<file path="config.mk">
export PLATFORM = sky130hd
export DESIGN_NAME = mode_reg_decoder
export DESIGN_NICKNAME = d
export VERILOG_FILES = /design/src/rtl/mrd_pkg.sv /design/src/rtl/mrd_cmd_decode.sv /design/src/rtl/mrd_field_check.sv /design/src/rtl/mrd_recovery_timer.sv /design/src/rtl/mode_reg_decoder.sv
export SDC_FILE = /design/constraint.sdc
export NUM_CORES = 1
export LEC_CHECK = 0
export BUFFER_PORTS_ARGS = -buffer_cell sky130_fd_sc_hd__buf_2
export CORE_MARGIN = 8
export CORE_UTILIZATION = 48
export CTS_BUF_LIST = sky130_fd_sc_hd__clkbuf_4
export DETAILED_ROUTE_END_ITERATION = 12
export HOLD_SLACK_MARGIN = 0.03
export PLACE_DENSITY = 0.87
export SYNTH_ARGS = -nofsm -noshare
export SYNTH_HDL_FRONTEND = slang
export SYNTH_SLANG_ARGS = --single-unit
</file>
<file path="constraint.sdc">
create_clock -name clk_i -period 2.8 [get_ports clk_i]
set_input_delay 0.56 -clock clk_i [delete_from_list [all_inputs] [get_ports clk_i]]
set_output_delay 0.56 -clock clk_i [all_outputs]
set_load 0.03 [all_outputs]
</file>
<file path="src/rtl/mrd_pkg.sv">
package mrd_pkg;

  typedef struct packed {
    logic [3:0] burst_len;
    logic       interleave;
    logic [2:0] cas_lat;
    logic       test_mode;
  } mode_fields_t;

  typedef struct packed {
    logic       dll_en;
    logic [1:0] drive_sel;
  } ext_fields_t;

  // 0 marks a reserved code
  function automatic logic [3:0] decode_burst(input logic [2:0] code);
    case (code)
      3'b001:  decode_burst = 4'd2;
      3'b010:  decode_burst = 4'd4;
      3'b011:  decode_burst = 4'd8;
      default: decode_burst = 4'd0;
    endcase
  endfunction

  function automatic logic [2:0] decode_latency(input logic [2:0] code);
    case (code)
      3'b011:  decode_latency = 3'd3;
      3'b100:  decode_latency = 3'd4;
      default: decode_latency = 3'd0;
    endcase
  endfunction

endpackage

</file>
<file path="src/rtl/mrd_cmd_decode.sv">
module mrd_cmd_decode (
  input  logic cke_i,
  input  logic cs_ni,
  input  logic ras_ni,
  input  logic cas_ni,
  input  logic we_ni,
  output logic mode_set_o,
  output logic any_cmd_o
);
  logic selected;
  logic is_nop;

  assign selected   = cke_i & ~cs_ni;
  assign is_nop     = ras_ni & cas_ni & we_ni;
  assign any_cmd_o  = selected & ~is_nop;
  assign mode_set_o = selected & ~ras_ni & ~cas_ni & ~we_ni;
endmodule

</file>
<file path="src/rtl/mrd_field_check.sv">
module mrd_field_check
  import mrd_pkg::*;
#(
  parameter int ADDR_W          = 13,
  parameter bit ALLOW_TEST_MODE = 1'b0
) (
  input  logic [1:0]        ba_i,
  input  logic [ADDR_W-1:0] addr_i,
  output logic              mode_ok_o,
  output logic              ext_ok_o,
  output mode_fields_t      mode_f_o,
  output ext_fields_t       ext_f_o,
  output logic              dll_rst_req_o
);
  localparam int HI = ADDR_W - 1;

  logic       upper_clear;
  logic       tm_ok;
  logic       ext_clear;
  logic [3:0] bl;
  logic [2:0] cl;

  assign bl          = decode_burst(addr_i[2:0]);
  assign cl          = decode_latency(addr_i[6:4]);
  assign upper_clear = ~|addr_i[HI:9];

  generate
    if (ALLOW_TEST_MODE) begin : g_tm_on
      assign tm_ok = 1'b1;
    end else begin : g_tm_off
      assign tm_ok = ~addr_i[7];
    end
  endgenerate

  assign mode_ok_o = (bl != 4'd0) && (cl != 3'd0) && upper_clear && tm_ok && !ba_i[1];

  assign mode_f_o.burst_len  = bl;
  assign mode_f_o.interleave = addr_i[3];
  assign mode_f_o.cas_lat    = cl;
  assign mode_f_o.test_mode  = addr_i[7];
  assign dll_rst_req_o       = addr_i[8];

  assign ext_clear = ~|addr_i[HI:7] & ~|addr_i[5:2];
  assign ext_ok_o  = ext_clear && !ba_i[1];

  assign ext_f_o.dll_en    = ~addr_i[0];
  assign ext_f_o.drive_sel = {addr_i[6], addr_i[1]};
endmodule

</file>
<file path="src/rtl/mrd_recovery_timer.sv">
module mrd_recovery_timer #(
  parameter int MRD_CYCLES = 2
) (
  input  logic clk_i,
  input  logic rst_ni,
  input  logic start_i,
  output logic busy_o
);
  localparam int LOAD  = (MRD_CYCLES > 1) ? MRD_CYCLES - 1 : 0;
  localparam int CNT_W = (LOAD > 0) ? $clog2(LOAD + 1) : 1;

  logic [CNT_W-1:0] cnt_q;

  always_ff @(posedge clk_i or negedge rst_ni) begin
    if (!rst_ni)             cnt_q <= '0;
    else if (start_i)        cnt_q <= CNT_W'(LOAD);
    else if (cnt_q != '0)    cnt_q <= cnt_q - 1'b1;
  end

  assign busy_o = (cnt_q != '0);
endmodule

</file>
<file path="src/rtl/mode_reg_decoder.sv">
module mode_reg_decoder
  import mrd_pkg::*;
#(
  parameter int ADDR_W          = 13,
  parameter int NUM_BANKS       = 4,
  parameter int MRD_CYCLES      = 2,
  parameter bit ALLOW_TEST_MODE = 1'b0
) (
  input  logic                 clk_i,
  input  logic                 rst_ni,
  input  logic                 cke_i,
  input  logic                 cs_ni,
  input  logic                 ras_ni,
  input  logic                 cas_ni,
  input  logic                 we_ni,
  input  logic [1:0]           ba_i,
  input  logic [ADDR_W-1:0]    addr_i,
  input  logic [NUM_BANKS-1:0] bank_idle_i,
  output logic [3:0]           burst_len_o,
  output logic                 burst_interleave_o,
  output logic [2:0]           cas_lat_o,
  output logic                 test_mode_o,
  output logic                 dll_reset_o,
  output logic                 dll_en_o,
  output logic [1:0]           drive_sel_o,
  output logic                 mr_valid_o,
  output logic                 emr_valid_o,
  output logic                 busy_o,
  output logic                 err_o
);
  logic         mode_set, any_cmd;
  logic         mode_ok, ext_ok, dll_rst_req;
  mode_fields_t mode_f, mode_q;
  ext_fields_t  ext_f, ext_q;
  logic         all_idle, busy;
  logic         take_mr, take_emr, reject;
  logic         mr_valid_q, emr_valid_q, err_q, dll_rst_q;

  mrd_cmd_decode u_cmd (
    .cke_i(cke_i), .cs_ni(cs_ni), .ras_ni(ras_ni), .cas_ni(cas_ni), .we_ni(we_ni),
    .mode_set_o(mode_set), .any_cmd_o(any_cmd)
  );

  mrd_field_check #(.ADDR_W(ADDR_W), .ALLOW_TEST_MODE(ALLOW_TEST_MODE)) u_fields (
    .ba_i(ba_i), .addr_i(addr_i),
    .mode_ok_o(mode_ok), .ext_ok_o(ext_ok),
    .mode_f_o(mode_f), .ext_f_o(ext_f), .dll_rst_req_o(dll_rst_req)
  );

  mrd_recovery_timer #(.MRD_CYCLES(MRD_CYCLES)) u_timer (
    .clk_i(clk_i), .rst_ni(rst_ni), .start_i(take_mr | take_emr), .busy_o(busy)
  );

  assign all_idle = &bank_idle_i;
  assign take_mr  = mode_set & ~busy & all_idle & ~ba_i[0] & mode_ok;
  assign take_emr = mode_set & ~busy & all_idle &  ba_i[0] & ext_ok;
  // busy rejects every command; otherwise only failed mode-sets
  assign reject   = (any_cmd & busy) | (mode_set & ~take_mr & ~take_emr);

  always_ff @(posedge clk_i or negedge rst_ni) begin
    if (!rst_ni) begin
      mode_q      <= '0;
      ext_q       <= '0;
      mr_valid_q  <= 1'b0;
      emr_valid_q <= 1'b0;
      err_q       <= 1'b0;
      dll_rst_q   <= 1'b0;
    end else begin
      err_q     <= reject;
      dll_rst_q <= take_mr & dll_rst_req;
      if (take_mr) begin
        mode_q     <= mode_f;
        mr_valid_q <= 1'b1;
      end
      if (take_emr) begin
        ext_q       <= ext_f;
        emr_valid_q <= 1'b1;
      end
    end
  end

  assign burst_len_o        = mode_q.burst_len;
  assign burst_interleave_o = mode_q.interleave;
  assign cas_lat_o          = mode_q.cas_lat;
  assign test_mode_o        = mode_q.test_mode;
  assign dll_reset_o        = dll_rst_q;
  assign dll_en_o           = ext_q.dll_en;
  assign drive_sel_o        = ext_q.drive_sel;
  assign mr_valid_o         = mr_valid_q;
  assign emr_valid_o        = emr_valid_q;
  assign busy_o             = busy;
  assign err_o              = err_q;
endmodule

</file>
==> results.md <==
- Outcome: complete, no violations
- Drt pass-1 iters: 2
- Vias post-DR: 612
- Share of cells above drive strength 1: 58.4%
- Synth unique cells: 29
- P_leak: 0.000577 µW
- First-pass GRT wire length: 3110 µm
- Drt wl/cell: 15.0 µm
- Ports: 43
- Clk root buf: clkbuf_4
- Max clock buf depth: 2
- FF-to-FF path depth: 3
- Max incr delay on CP: 0.37 ns
- DIE AREA: 3070 µm²
- Post-route minimum period: 1.75 ns
- Vias per inst: 5.23
- Critical Path RT: 2.98 ns
- Setup TNS Final: 0 ns
- Largest net degree at the start of global routing: 16
- Cell count after synthesis: 59
- Slowest cell on crit path: and4_1
- Final nets: 128
- Synthesized Nets: 85
- RePlAce Congestion: 0.746
- Die width: 55.5 µm
- Clock sinks: 15
- H-tree depth: 1
- Initial drt markers: 6
- Filler cells: 131
- CP Max Fanout: 5
- Non-Filler Instances: 117
- DP Area: 952 µm²
- Cell Area, Synth: 747 µm²
- Post-CTS Setup Inserts: 0
- Flop2flop setup slack: 1.36 ns
- CTS tree: built
- Hold Vio Cnt, Final: 0
- Place WS: 0.728 ns
- Maximum vdd drop: 0.000321 V
- Post-synth EDFFs: 0
- Yosys warns: 0
- CORE AREA: 1490 µm²
- Antenna violations before repair: 0
- Buf/Inv on CP: 1
- Crit path cell chain: buf_2 > nor4b_2 > and4_1 > nand3_1 > mux2_2
- Critical path's top delay family: simple AND/OR/NAND/NOR gates
- Buffers on Ports: 41
- Power per Cell Area: 386 nW/µm²
- Antenna Violating Nets Remaining: 0
- RSZ-0062 raised after global routing: false
- R2R Path Start: u_timer.busy_o
- Area leader, netlist: dfrtp_1
- Worst min path class: input pin to asynchronous set/reset pin
- Fmax: 0.571 GHz
- CP Capture Type: register
- FF+latch count, synth: 15
- Antenna cell count: 0
- FF-to-FF End: drive_sel_o[0]
- Worst-path clk slew: 0.09 ns
- Worst-Skew Late Latency: 0.28 ns
- Setup Skew: 0.00750 ns
- Routed wire length: 1750 µm
- CTS Buf Count: 3
- Syn avg cell area: 12.7 µm²
- Synth area leaders: dfrtp_1 50%, mux2_4 8.0%, mux2i_1 4.0%
- Row cnt: 14
- Detailed Place HPWL: 1500 µm
- Post-synthesis sequential area ratio: 50.3%
- WS Path Type: input pin to register
- Vias in the first global route: 678
- Part of the cycle the worst path needs: 62.6%
- CTS Hold Buffers Added: 0
- Synth top area share: 50.3%
- Post-route DRC: 0
- Max-cap violations: 0
- Commonest register cell after synthesis: dfrtp_1
- DP Cell Count: 113
- Initial Utilization: 50.2%
- PostCTS Resize Cnt: 0
- Crit path launch type: input pin
- Layout area overhead: 31.2%
- Arr. time, crit path: 1.93 ns
- All-Layer GR Usage: 12.1%
- Fin. max-slew vios: 0
- Post-synth ARST share: 100%
- Final setup fails: 0
- Chip height: 55.5 µm
- Final WS setup: 1.05 ns
- Total gr overflow: 0
- Post-route cell area: 980 µm²
[power breakdown]
part	leakage, µW	switching, µW	internal, µW
Clock	0.0000177	69.7	53.0
Combinational	0.000365	20.6	18.5
Sequential	0.000194	0.0547	217
Total	0.000577	90.3	288
[synth_stat cells (all sizes together) (2+ instances only)]
library cell and instances:
dfrtp 15, a31o 2, inv 4, nor4 2
mux2 6, mux2i 3, nor2 2, buf 3
nand3 2, nor3b 2, nand3b 2, and2 3
[state kept, by name, indices dropped and copies added, names as in the netlist]
register	flops
mr_valid_o	1
emr_valid_o	1
burst_len_o	3
cas_lat_o	2
test_mode_o	1
dll_en_o	1
u_timer.busy_o	1
burst_interleave_o	1
dll_reset_o	1
err_o	1
drive_sel_o	2
[area by class of cell]
type                    instances  area (µm²)  share of cell area (%)
repair buffers                 41         205                    20.9
multi-input cells              37         337                    34.4
inverters                       4        15.0                    1.53
clock buffers                   3        22.5                    2.30
clock inverters                 1        5.00                   0.511
flip-flops and latches         15         375                    38.3
well taps                      16        20.0                    2.04
[routing by layer]
metal	up-vias	part of all wire [%]	track usage, %
li1	295	-	-
met1	286	41	12.2
met2	26	49	21.0
met3	5	8.9	5.94
met4	0	1.2	4.23
met5	-	0	0
[per-stage QoR]
step	hold slack (ns)	utilization, %	power (µW)
finish	0.153	65.8	378
global route	0.169	65.8	398
CTS	0.161	65.8	383
detailed placement	0.456	63.9	261
global placement	0.445	63.9	259
floorplan	0.264	-	234
[placed cells by master, fill, tap and decap left out, drive strengths merged, types with 3 or more instances in the layout]
master  synthesis  routed
buf             3      41
dfrtp          15      15
mux2            6       6
inv             4       4
mux2i           3       3
clkbuf          0       3
and2            3       3
[worst reg2reg max path: cells and delay by family (launching register included)]
family	cells	cell delay (ns)
flip-flops	1	0.39
multiplexers	1	0.34
AND/OR/NAND/NOR	2	0.61
[logic make-up (layout without fill, tap and decap cells)]
kind of cell	count (synthesis)	count (layout)	synth area share, %
AND/OR/NAND/NOR	22	22	22.6
flip-flops	15	15	50.3
multiplexers	9	9	15.1
buffers and inverters	7	49	4.69
other	1	1	0.502
AO/OA/AOI/OAI	5	5	6.87
[worst max-delay path by stage]
stage                         start                  to  slack [ns]  depth (start not counted)
after CTS                     cs_ni      drive_sel_o[0]        1.02                          5
after global routing          cs_ni      drive_sel_o[0]        0.96                          5
after detailed placement      cs_ni      drive_sel_o[0]        0.73                          5
after floorplan           addr_i[5]  burst_interleave_o        0.97                          4
final                         cs_ni      drive_sel_o[0]        1.05                          5
after global placement    addr_i[2]      drive_sel_o[0]        0.73                          5
No activity file was read; power rests on OpenSTA's default activity.
